--- src/rtl/pinDebouncePkg.sv ---
package pinDebouncePkg;
  localparam int SEL_W      = 3;
  localparam int CNT_W      = 10;
  localparam int WORD_IDX_W = 6;
  localparam int LANES      = 4;

  typedef struct packed {
    logic                             tick;
    logic                             setOp;
    logic                             clrOp;
    logic [WORD_IDX_W-1:0]            wordSel;
    logic [LANES-1:0]                 enBits;
    logic [LANES-1:0]                 rstBits;
    logic [LANES-1:0][SEL_W-1:0]      selBits;
  } dbStrobe_t;

  // ticks of half a millisecond for each select code
  function automatic logic [CNT_W-1:0] selTicks(input logic [SEL_W-1:0] code);
    logic [CNT_W-1:0] t;
    case (code)
      3'd0:    t = CNT_W'(1);
      3'd1:    t = CNT_W'(2);
      3'd2:    t = CNT_W'(32);
      3'd3:    t = CNT_W'(64);
      3'd4:    t = CNT_W'(128);
      3'd5:    t = CNT_W'(256);
      default: t = CNT_W'(512);
    endcase
    return t;
  endfunction
endpackage

--- src/rtl/dbCtrl.sv ---
module dbCtrl
  import pinDebouncePkg::*;
#(
  parameter int REF_HZ    = 32000,
  parameter int NUM_WORDS = 2
) (
  input  logic                    clk,
  input  logic                    rstN,
  input  logic                    regWrEn,
  input  logic [11:0]             regAddr,
  input  logic [31:0]             regWrData,
  input  logic [NUM_WORDS*32-1:0] fieldWords,
  output dbStrobe_t               strobes,
  output logic [31:0]             regRdData
);
  localparam int TICK_DIV = REF_HZ / 2000;
  localparam int PRE_W    = (TICK_DIV > 2) ? $clog2(TICK_DIV) : 1;

  logic [PRE_W-1:0] presc;
  logic             tickNow;
  logic [3:0]       view;
  logic             unusedBits;

  assign view    = regAddr[11:8];
  assign tickNow = (presc == PRE_W'(TICK_DIV - 1));

  always_ff @(posedge clk or negedge rstN) begin
    if (!rstN)        presc <= '0;
    else if (tickNow) presc <= '0;
    else              presc <= presc + 1'b1;
  end

  always_comb begin
    strobes.tick    = tickNow;
    strobes.setOp   = regWrEn && (view == 4'h6);
    strobes.clrOp   = regWrEn && (view == 4'h7);
    strobes.wordSel = regAddr[7:2];
    for (int l = 0; l < LANES; l++) begin
      strobes.enBits[l]  = regWrData[l*8];
      strobes.rstBits[l] = regWrData[l*8+1];
      strobes.selBits[l] = regWrData[l*8+4 +: SEL_W];
    end
  end

  always_comb begin
    regRdData = '0;
    if (view == 4'h5) begin
      for (int w = 0; w < NUM_WORDS; w++) begin
        if (regAddr[7:2] == WORD_IDX_W'(w)) regRdData = fieldWords[w*32 +: 32];
      end
    end
  end

  assign unusedBits = ^{regAddr[1:0], regWrData[31], regWrData[27:26],
                        regWrData[23], regWrData[19:18], regWrData[15],
                        regWrData[11:10], regWrData[7], regWrData[3:2]};
endmodule

--- src/rtl/dbPath.sv ---
module dbPath
  import pinDebouncePkg::*;
#(
  parameter int NUM_PINS  = 8,
  parameter int DB_PINS   = 6,
  parameter int NUM_WORDS = 2
) (
  input  logic                    clk,
  input  logic                    rstN,
  input  dbStrobe_t               strobes,
  input  logic [NUM_PINS-1:0]     pinLevel,
  input  logic [NUM_PINS-1:0]     levelSens,
  output logic [NUM_PINS-1:0]     filtLevel,
  output logic [NUM_PINS-1:0]     pinActive,
  output logic [NUM_WORDS*32-1:0] fieldWords
);
  for (genvar g = 0; g < NUM_PINS; g++) begin : g_pin
    if (g < DB_PINS) begin : g_filt
      localparam int LANE = g % LANES;
      localparam logic [WORD_IDX_W-1:0] MY_WORD = WORD_IDX_W'(g / LANES);

      logic             en, rstPulse, state, hit, active;
      logic [SEL_W-1:0] sel;
      logic [CNT_W-1:0] cnt;
      logic [CNT_W:0]   nextCnt;

      assign hit     = (strobes.wordSel == MY_WORD);
      assign active  = en && levelSens[g];
      assign nextCnt = {1'b0, cnt} + 1'b1;

      always_ff @(posedge clk or negedge rstN) begin
        if (!rstN) begin
          en       <= 1'b0;
          sel      <= '0;
          rstPulse <= 1'b0;
        end else begin
          rstPulse <= hit && strobes.setOp && strobes.rstBits[LANE];
          if (hit && strobes.setOp) begin
            en  <= en | strobes.enBits[LANE];
            sel <= sel | strobes.selBits[LANE];
          end else if (hit && strobes.clrOp) begin
            en  <= en & ~strobes.enBits[LANE];
            sel <= sel & ~strobes.selBits[LANE];
          end
        end
      end

      always_ff @(posedge clk or negedge rstN) begin
        if (!rstN) begin
          state <= 1'b0;
          cnt   <= '0;
        end else if (!active) begin
          state <= pinLevel[g];
          cnt   <= '0;
        end else if (rstPulse || (pinLevel[g] == state)) begin
          cnt <= '0;
        end else if (strobes.tick) begin
          if (nextCnt >= {1'b0, selTicks(sel)}) begin
            state <= pinLevel[g];
            cnt   <= '0;
          end else begin
            cnt <= nextCnt[CNT_W-1:0];
          end
        end
      end

      assign filtLevel[g]        = active ? state : pinLevel[g];
      assign pinActive[g]        = active;
      assign fieldWords[g*8 +: 8] = {1'b0, sel, 3'b000, en};
    end else begin : g_pass
      logic unusedSens;
      assign unusedSens           = levelSens[g];
      assign filtLevel[g]         = pinLevel[g];
      assign pinActive[g]         = 1'b0;
      assign fieldWords[g*8 +: 8] = 8'h00;
    end
  end

  if (NUM_WORDS * 32 > NUM_PINS * 8) begin : g_pad
    assign fieldWords[NUM_WORDS*32-1:NUM_PINS*8] = '0;
  end
endmodule

--- src/rtl/pinDebounce.sv ---
module pinDebounce
  import pinDebouncePkg::*;
#(
  parameter int NUM_PINS = 8,
  parameter int DB_PINS  = 6,
  parameter int REF_HZ   = 32000
) (
  input  logic                clk,
  input  logic                rstN,
  input  logic                regWrEn,
  input  logic [11:0]         regAddr,
  input  logic [31:0]         regWrData,
  output logic [31:0]         regRdData,
  input  logic [NUM_PINS-1:0] pinLevel,
  input  logic [NUM_PINS-1:0] levelSens,
  output logic [NUM_PINS-1:0] filtLevel
);
  localparam int NUM_WORDS = (NUM_PINS + LANES - 1) / LANES;

  dbStrobe_t                strobes;
  logic [NUM_WORDS*32-1:0]  fieldWords;
  logic [NUM_PINS-1:0]      pinActive;

  dbCtrl #(.REF_HZ(REF_HZ), .NUM_WORDS(NUM_WORDS)) u_ctrl (
    .clk(clk), .rstN(rstN), .regWrEn(regWrEn), .regAddr(regAddr),
    .regWrData(regWrData), .fieldWords(fieldWords), .strobes(strobes),
    .regRdData(regRdData)
  );

  dbPath #(.NUM_PINS(NUM_PINS), .DB_PINS(DB_PINS), .NUM_WORDS(NUM_WORDS)) u_path (
    .clk(clk), .rstN(rstN), .strobes(strobes), .pinLevel(pinLevel),
    .levelSens(levelSens), .filtLevel(filtLevel), .pinActive(pinActive),
    .fieldWords(fieldWords)
  );
endmodule

--- config.mk ---
export PLATFORM = sky130hd
export DESIGN_NAME = pinDebounce
export DESIGN_NICKNAME = d
export VERILOG_FILES = /design/src/rtl/pinDebouncePkg.sv /design/src/rtl/dbCtrl.sv /design/src/rtl/dbPath.sv /design/src/rtl/pinDebounce.sv
export SDC_FILE = /design/constraint.sdc
export NUM_CORES = 1
export LEC_CHECK = 0
export BUFFER_PORTS_ARGS = -buffer_cell sky130_fd_sc_hd__buf_2
export CAP_MARGIN = 40
export CORE_MARGIN = 3
export CORE_UTILIZATION = 47
export CTS_CLUSTER_SIZE = 28
export DETAILED_ROUTE_END_ITERATION = 7
export PLACE_DENSITY = 0.67
export SLEW_MARGIN = 20
export SYNTH_ARGS = -nofsm -noshare
export SYNTH_HDL_FRONTEND = slang
export SYNTH_SLANG_ARGS = --single-unit
--- constraint.sdc ---
create_clock -name clk -period 3.02 [get_ports clk]
set_input_delay 0.453 -clock clk [delete_from_list [all_inputs] [get_ports clk]]
set_output_delay 0.453 -clock clk [all_outputs]
set_load 0.005 [all_outputs]
[After elaboration in Yosys (flattened, before gate mapping)]
Index checks and enable logic that the tools add are counted.
Word-level totals
  bits in registers: 100
  bits of input ports: 63
  output and inout port bits: 40
Operators by class
  $add $sub $neg: 7
  magnitude comparators: 6
  eq/ne operators: 65
  multiplexer cells: 106
  bitwise gates (word level): 32
  reductions and logical operators: 39
Operators by type and width (count)
  $mux W10: 42
  $pmux W10 S6: 6
  $add A10 B1 Y11 const B: 6
  $ge A11 B10 Y1: 6
  $mux W31: 2
  $mux W1: 42
  $eq A3 B2 Y1 const B: 12
  $eq A3 B3 Y1 const B: 12
  $mux W3: 12
  $ne A2 B2 Y1 const B: 18
  $mux W32: 1
  $and A3 B3 Y3: 6
  $eq A3 B1 Y1 const B: 6
  $logic_and A1 B1 Y1: 18
  $logic_not A3 Y1: 6
  $ne A3 B3 Y1 const B: 6
  $or A3 B3 Y3: 6
  $reduce_and A3 Y1: 6
  $eq A4 B3 Y1 const B: 3
  $not A3 Y3: 4
  $and A1 B1 Y1: 6
  $eq A1 B1 Y1: 6
  $eq A6 B1 Y1 const B: 1
  $logic_not A6 Y1: 1
  other kinds (7): 21

[Logic depth before layout (Yosys ltp)]
  depth in word-level cells: 10
  gate-level depth with buffers: 11

[Modules after synthesis]
Synthesis repeated with hierarchy kept, for this count alone.
Second synthesis, totals
  cell total of the unflattened synthesis: 849
  area, all modules: 8122.8 um2
By module, submodules not included
  dbPath: times used 1, cells an instance 725, area an instance 6879.1 um2, sequential area each 2402.3 um2
  dbCtrl: times used 1, cells an instance 124, area an instance 1243.7 um2, sequential area each 100.1 um2

[Worst setup path after synthesis]
OpenSTA, ideal clock, no wires.
  path kind: reg-to-reg
  from: register u_path.g_pin[3].g_filt.cnt[0]
  to: register u_path.g_pin[3].g_filt.cnt[5]
  setup time: 0.078 ns
  arrival: 2.376 ns
  path slack: 0.566 ns
  stages on the path, launching flop included: 11
  path through: dfrtp_1 > ha_1 > nand2_1 > nor3_1 > xor2_1 > ha_1 > a21o_1 > a2111oi_2 > buf_4 > nand4_1 > a21oi_1
On the way
  word-level cells in the longest chain between the ends: 6
Ends and longest elaborated chain
  start: declaration: RTL line dbPath.sv:24  | logic [CNT_W-1:0] cnt;
  start signal: assignment: RTL line dbPath.sv:62  | cnt <= nextCnt[CNT_W-1:0];
  $add A10 B1 Y11 (*): RTL line dbPath.sv:29  | assign nextCnt = {1'b0, cnt} + 1'b1;
  $ge A11 B10 Y1: RTL line dbPath.sv:58  | if (nextCnt >= {1'b0, selTicks(sel)}) begin
  $mux W10 (*): RTL line dbPath.sv:58
  $mux W10 (*): RTL line dbPath.sv:57  | end else if (strobes.tick) begin
  $mux W10 (*): RTL line dbPath.sv:55  | end else if (rstPulse || (pinLevel[g] == state)) begin
  $mux W10 (*): RTL line dbPath.sv:52  | end else if (!active) begin
Every way passes the cells marked *; elsewhere a longest branch is shown, timed or not. The select of a mux whose other input is x is not followed.
A chain may end at the register's enable or synchronous reset.

[Worst setup path in the final report]
  from: register u_path.g_pin[1].g_filt.cnt[0]
  to: register u_path.g_pin[1].g_filt.cnt[6]
On the way
  word-level cells in the longest chain between the ends: 6
Ends and longest elaborated chain (RTL line)
  start: declaration: dbPath.sv:24
  start signal: assignment: dbPath.sv:62
  $add A10 B1 Y11 (*): dbPath.sv:29
  $ge A11 B10 Y1: dbPath.sv:58
  $mux W10 (*): dbPath.sv:58
  $mux W10 (*): dbPath.sv:57
  $mux W10 (*): dbPath.sv:55
  $mux W10 (*): dbPath.sv:52
Marked as above.

==> impl_metrics.xml <==
<?xml version="1.0" encoding="UTF-8"?>
<metrics>
  <group name="status">
    <metric name="run_status" unit="">completed</metric>
  </group>
  <group name="synthesis">
    <metric name="post_synthesis_xor_xnor_area_fraction" unit="%">6.471</metric>
    <metric name="synth.avg_cell_area" unit="sq um">8.902</metric>
    <metric name="synth_simple_gate_area_share" unit="%">25.94</metric>
    <metric name="post_synth_mux_area_share" unit="%">2.945</metric>
    <metric name="synth.top_cell.area_share" unit="%">34.24</metric>
    <metric name="synth_seq_cells" unit="">100</metric>
    <metric name="synthAdderAreaFrac" unit="%">8.389</metric>
    <metric name="synthDistinctLibCells" unit="">50</metric>
    <metric name="share_of_flip_flops_with_an_asynchronous_set_or_reset" unit="%">100.0</metric>
    <metric name="combinational_family_with_the_most_area_after_synthesis" unit="">simple AND/OR/NAND/NOR gates</metric>
    <metric name="post-synth-top-count-cell" unit="">dfrtp_1</metric>
    <metric name="synth_area_leaders" unit="">dfrtp_1 34%, ha_1 8.4%, nand2_1 4.8%</metric>
    <metric name="post_synth_inst_count" unit="">821</metric>
    <metric name="synth_top_area_cell" unit="">dfrtp_1</metric>
    <metric name="seq_area_frac_synth" unit="%">34.24</metric>
    <metric name="netlist_top_cells_count" unit="">100 x dfrtp_1, 94 x nand2_1, 79 x nor2_1</metric>
    <metric name="synth_edf_count" unit="">0</metric>
    <metric name="synth_compound_gate_area_share" unit="%">15.78</metric>
    <metric name="synth_top_flop_cell" unit="">dfrtp_1</metric>
    <metric name="synthesis.area" unit="sq um">7308</metric>
    <metric name="ys.warnings.count" unit="">0</metric>
  </group>
  <group name="global_routing">
    <metric name="globalRoute.busiestLayer" unit="">met2</metric>
    <metric name="grt_use_total" unit="%">19.95</metric>
    <metric name="use_met2" unit="%">32.09</metric>
    <metric name="antenna_found_initial" unit="">0</metric>
    <metric name="globalRouteMet3Util" unit="%">3.984</metric>
    <metric name="grt_max_degree" unit="">45</metric>
    <metric name="first_pass_grt_wire_length" unit="microns">27450</metric>
    <metric name="overflow" unit="">0</metric>
    <metric name="vias_in_the_first_global_route" unit="">5637</metric>
    <metric name="global_route.usage.met1" unit="%">27.59</metric>
  </group>
  <group name="routing">
    <metric name="routed_via_density" unit="">5.669</metric>
    <metric name="number_of_drc_violations_after_detailed_routing_iteration_0" unit="">304</metric>
    <metric name="detailroute.via_count" unit="">5969</metric>
    <metric name="drc" unit="">0</metric>
    <metric name="firstDrtPassIters" unit="">6</metric>
    <metric name="route.detailed.wl_per_inst" unit="microns">15.51</metric>
    <metric name="ant_nets" unit="">0</metric>
    <metric name="routed_wl" unit="microns">16340</metric>
  </group>
  <group name="floorplanning">
    <metric name="chipHeight" unit="microns">130.7</metric>
    <metric name="die_w" unit="microns">130.7</metric>
    <metric name="start_util" unit="%">49.17</metric>
    <metric name="fp.dieArea" unit="sq um">17080</metric>
    <metric name="design.portCount" unit="">103</metric>
    <metric name="number_of_core_rows" unit="">44</metric>
    <metric name="placeableCoreArea" unit="sq um">14860</metric>
  </group>
  <group name="layout">
    <metric name="finish.cell_count_without_fillers" unit="">1053</metric>
    <metric name="drive_above_1_share" unit="%">16.80</metric>
    <metric name="area.growth.synth_to_final" unit="%">9.074</metric>
    <metric name="n_antenna_cell" unit="">0</metric>
    <metric name="final_nets" unit="">976</metric>
  </group>
  <group name="pwr">
    <metric name="total_leakage_power" unit="nW">3.581</metric>
    <metric name="irDropWorstVdd" unit="V">0.0003015</metric>
    <metric name="p_per_area" unit="nW/um^2">330.8</metric>
  </group>
  <group name="timing">
    <metric name="worst_slew_pin_slew" unit="ns">0.7348</metric>
    <metric name="setup-violations-final" unit="">0</metric>
    <metric name="clock.fmax" unit="MHz">355.4</metric>
    <metric name="layout_min_cycle_time" unit="ns">2.814</metric>
    <metric name="slew-limit-headroom" unit="%">50.85</metric>
    <metric name="postLayoutSetupSlackWorst" unit="ns">0.2061</metric>
    <metric name="grt_setup_unrepaired" unit="">false</metric>
    <metric name="layout_worst_path_cycle_share" unit="%">93.17</metric>
    <metric name="final_max_slew_violation_count" unit="">0</metric>
    <metric name="clock_tree_skew_after_final_layout" unit="ns">0.007896</metric>
    <metric name="hold_viol" unit="">0</metric>
    <metric name="finalSetupTns" unit="ns">0</metric>
  </group>
  <group name="clock_network">
    <metric name="clock_tree.htree_level_count" unit="">3</metric>
    <metric name="clk_transition_reported_paths" unit="ns">0.07</metric>
    <metric name="clock_sink_count" unit="">100</metric>
    <metric name="numCtsBuffers" unit="">9</metric>
    <metric name="clock_tree.buffer_depth" unit="">2</metric>
    <metric name="ctsHoldBuffers" unit="">0</metric>
    <metric name="source_to_sink_clock_delay_at_the_later_pin_of_the_worst_skew_pair" unit="ns">0.35</metric>
    <metric name="ctsRootBufferMaster" unit="">clkbuf_16</metric>
    <metric name="cts_tree" unit="">built</metric>
  </group>
  <group name="placed_design">
    <metric name="quantity_of_i_o_buffers_inserted_on_ports" unit="">66</metric>
    <metric name="gp_routability_congestion" unit="">0.8447</metric>
    <metric name="placement.setup.worst_slack" unit="ns">0.1988</metric>
    <metric name="dpl.cell_count" unit="">1037</metric>
    <metric name="place.detailed.hpwl" unit="microns">12200</metric>
  </group>
  <group name="critical_path">
    <metric name="path_class" unit="">register to register</metric>
    <metric name="crit_path_end_kind" unit="">register</metric>
    <metric name="crit_arrival" unit="ns">3.08</metric>
    <metric name="required" unit="ns">3.28</metric>
    <metric name="crit_path_start_kind" unit="">register</metric>
    <metric name="critical_path.max_fanout" unit="">7</metric>
  </group>
  <group name="worst_hold_path">
    <metric name="hold_path_class" unit="">primary input to async pin</metric>
  </group>
  <group name="run">
    <metric name="drv.max_cap_violation_count" unit="">0</metric>
  </group>
</metrics>
==> placed cells by master, fill, tap and decap left out, drive strengths merged, types with 16 or more instances in the layout <==
master | netlist | final
buf | 53 | 87
nand2 | 94 | 94
and3 | 18 | 18
a22o | 24 | 24
conb | 1 | 16
dfrtp | 100 | 100
nor3 | 19 | 19
xnor2 | 24 | 24
a21oi | 40 | 40
nand3 | 51 | 51
ha | 49 | 49
nor2 | 79 | 79
and2 | 25 | 25
xor2 | 30 | 30
nand4 | 26 | 26
==> path summary, 6_finish.rpt <==
kind	from	to	slack, ns	cells after the start
setup reg to reg	u_path.g_pin[1].g_filt.cnt[0]	u_path.g_pin[1].g_filt.cnt[6]	0.21	10
min in group clk	regWrData[17]	u_path.g_pin[2].g_filt.rstPulse	0.31	2
hold reg to reg	u_ctrl.presc[0]	u_ctrl.presc[0]	0.49	1
hold / removal	rstN	async pin	0.09	1
setup / recovery	u_path.g_pin[1].g_filt.cnt[0]	u_path.g_pin[1].g_filt.cnt[6]	0.21	10
max in group asynchronous	rstN	u_path.g_pin[0].g_filt.cnt[2]	2.23	2
==> critical path: stages (launching register included) <==
cell      delay (ns)
dfrtp_1         0.44
ha_1            0.33
nand4_1         0.16
xnor2_1         0.28
ha_1            0.30
a21o_1          0.18
a211oi_1        0.24
o21a_1          0.33
buf_4           0.19
nand4_1         0.09
a31oi_1         0.19
==> cells by family (layout without fill, tap and decap cells) <==
kind of cell	Yosys count	count (layout)
AND/OR/NAND/NOR	366	366
AO/OA/AOI/OAI	152	152
flip-flops	100	100
buffers and inverters	79	112
XOR/XNOR	54	54
adder cells (fa/ha/maj)	49	49
multiplexers	20	20
other	1	16
==> timing repair <==
item,4_1_cts,5_1_grt
setup buffers,0,0
setup endpoints to repair,0,4
resized for setup,0,2
==> layer usage <==
layer  wire length, microns  vias up
met4                    195        0
met5                      0        -
met2                   7432      130
met1                   7897     2808
met3                    810       14
li1                       -     3017
==> stage by stage <==
stage                     hold slack, ns  util (%)  power (mW)  instance area (sq um)
after CTS                         0.1217     53.54       2.676                   7958
after global placement            0.4783     51.71       1.575                   7686
final                            0.08785     53.63       2.637                   7971
after detailed placement          0.4785     51.71       1.577                   7686
after global routing              0.1554     53.63       2.749                   7971
after floorplan                   0.1574         -       1.501                   7365
==> area by class of cell <==
type,instances,area (sq um)
Fill cell,1402,6893
Multi-Input combinational cell,657,4431
Sequential cell,100,2502
Timing Repair Buffer,87,503.0
Clock buffer,13,250.2
Tap cell,184,230.2
Inverter,9,33.78
Clock inverter,3,21.27
==> power by group <==
group / switching (mW) / total [mW] / internal, mW
registers: 0.0129 / 1.36 / 1.35
logic: 0.123 / 0.189 / 0.0660
clock network: 0.503 / 1.09 / 0.584
(Power assumes the default switching activity.)
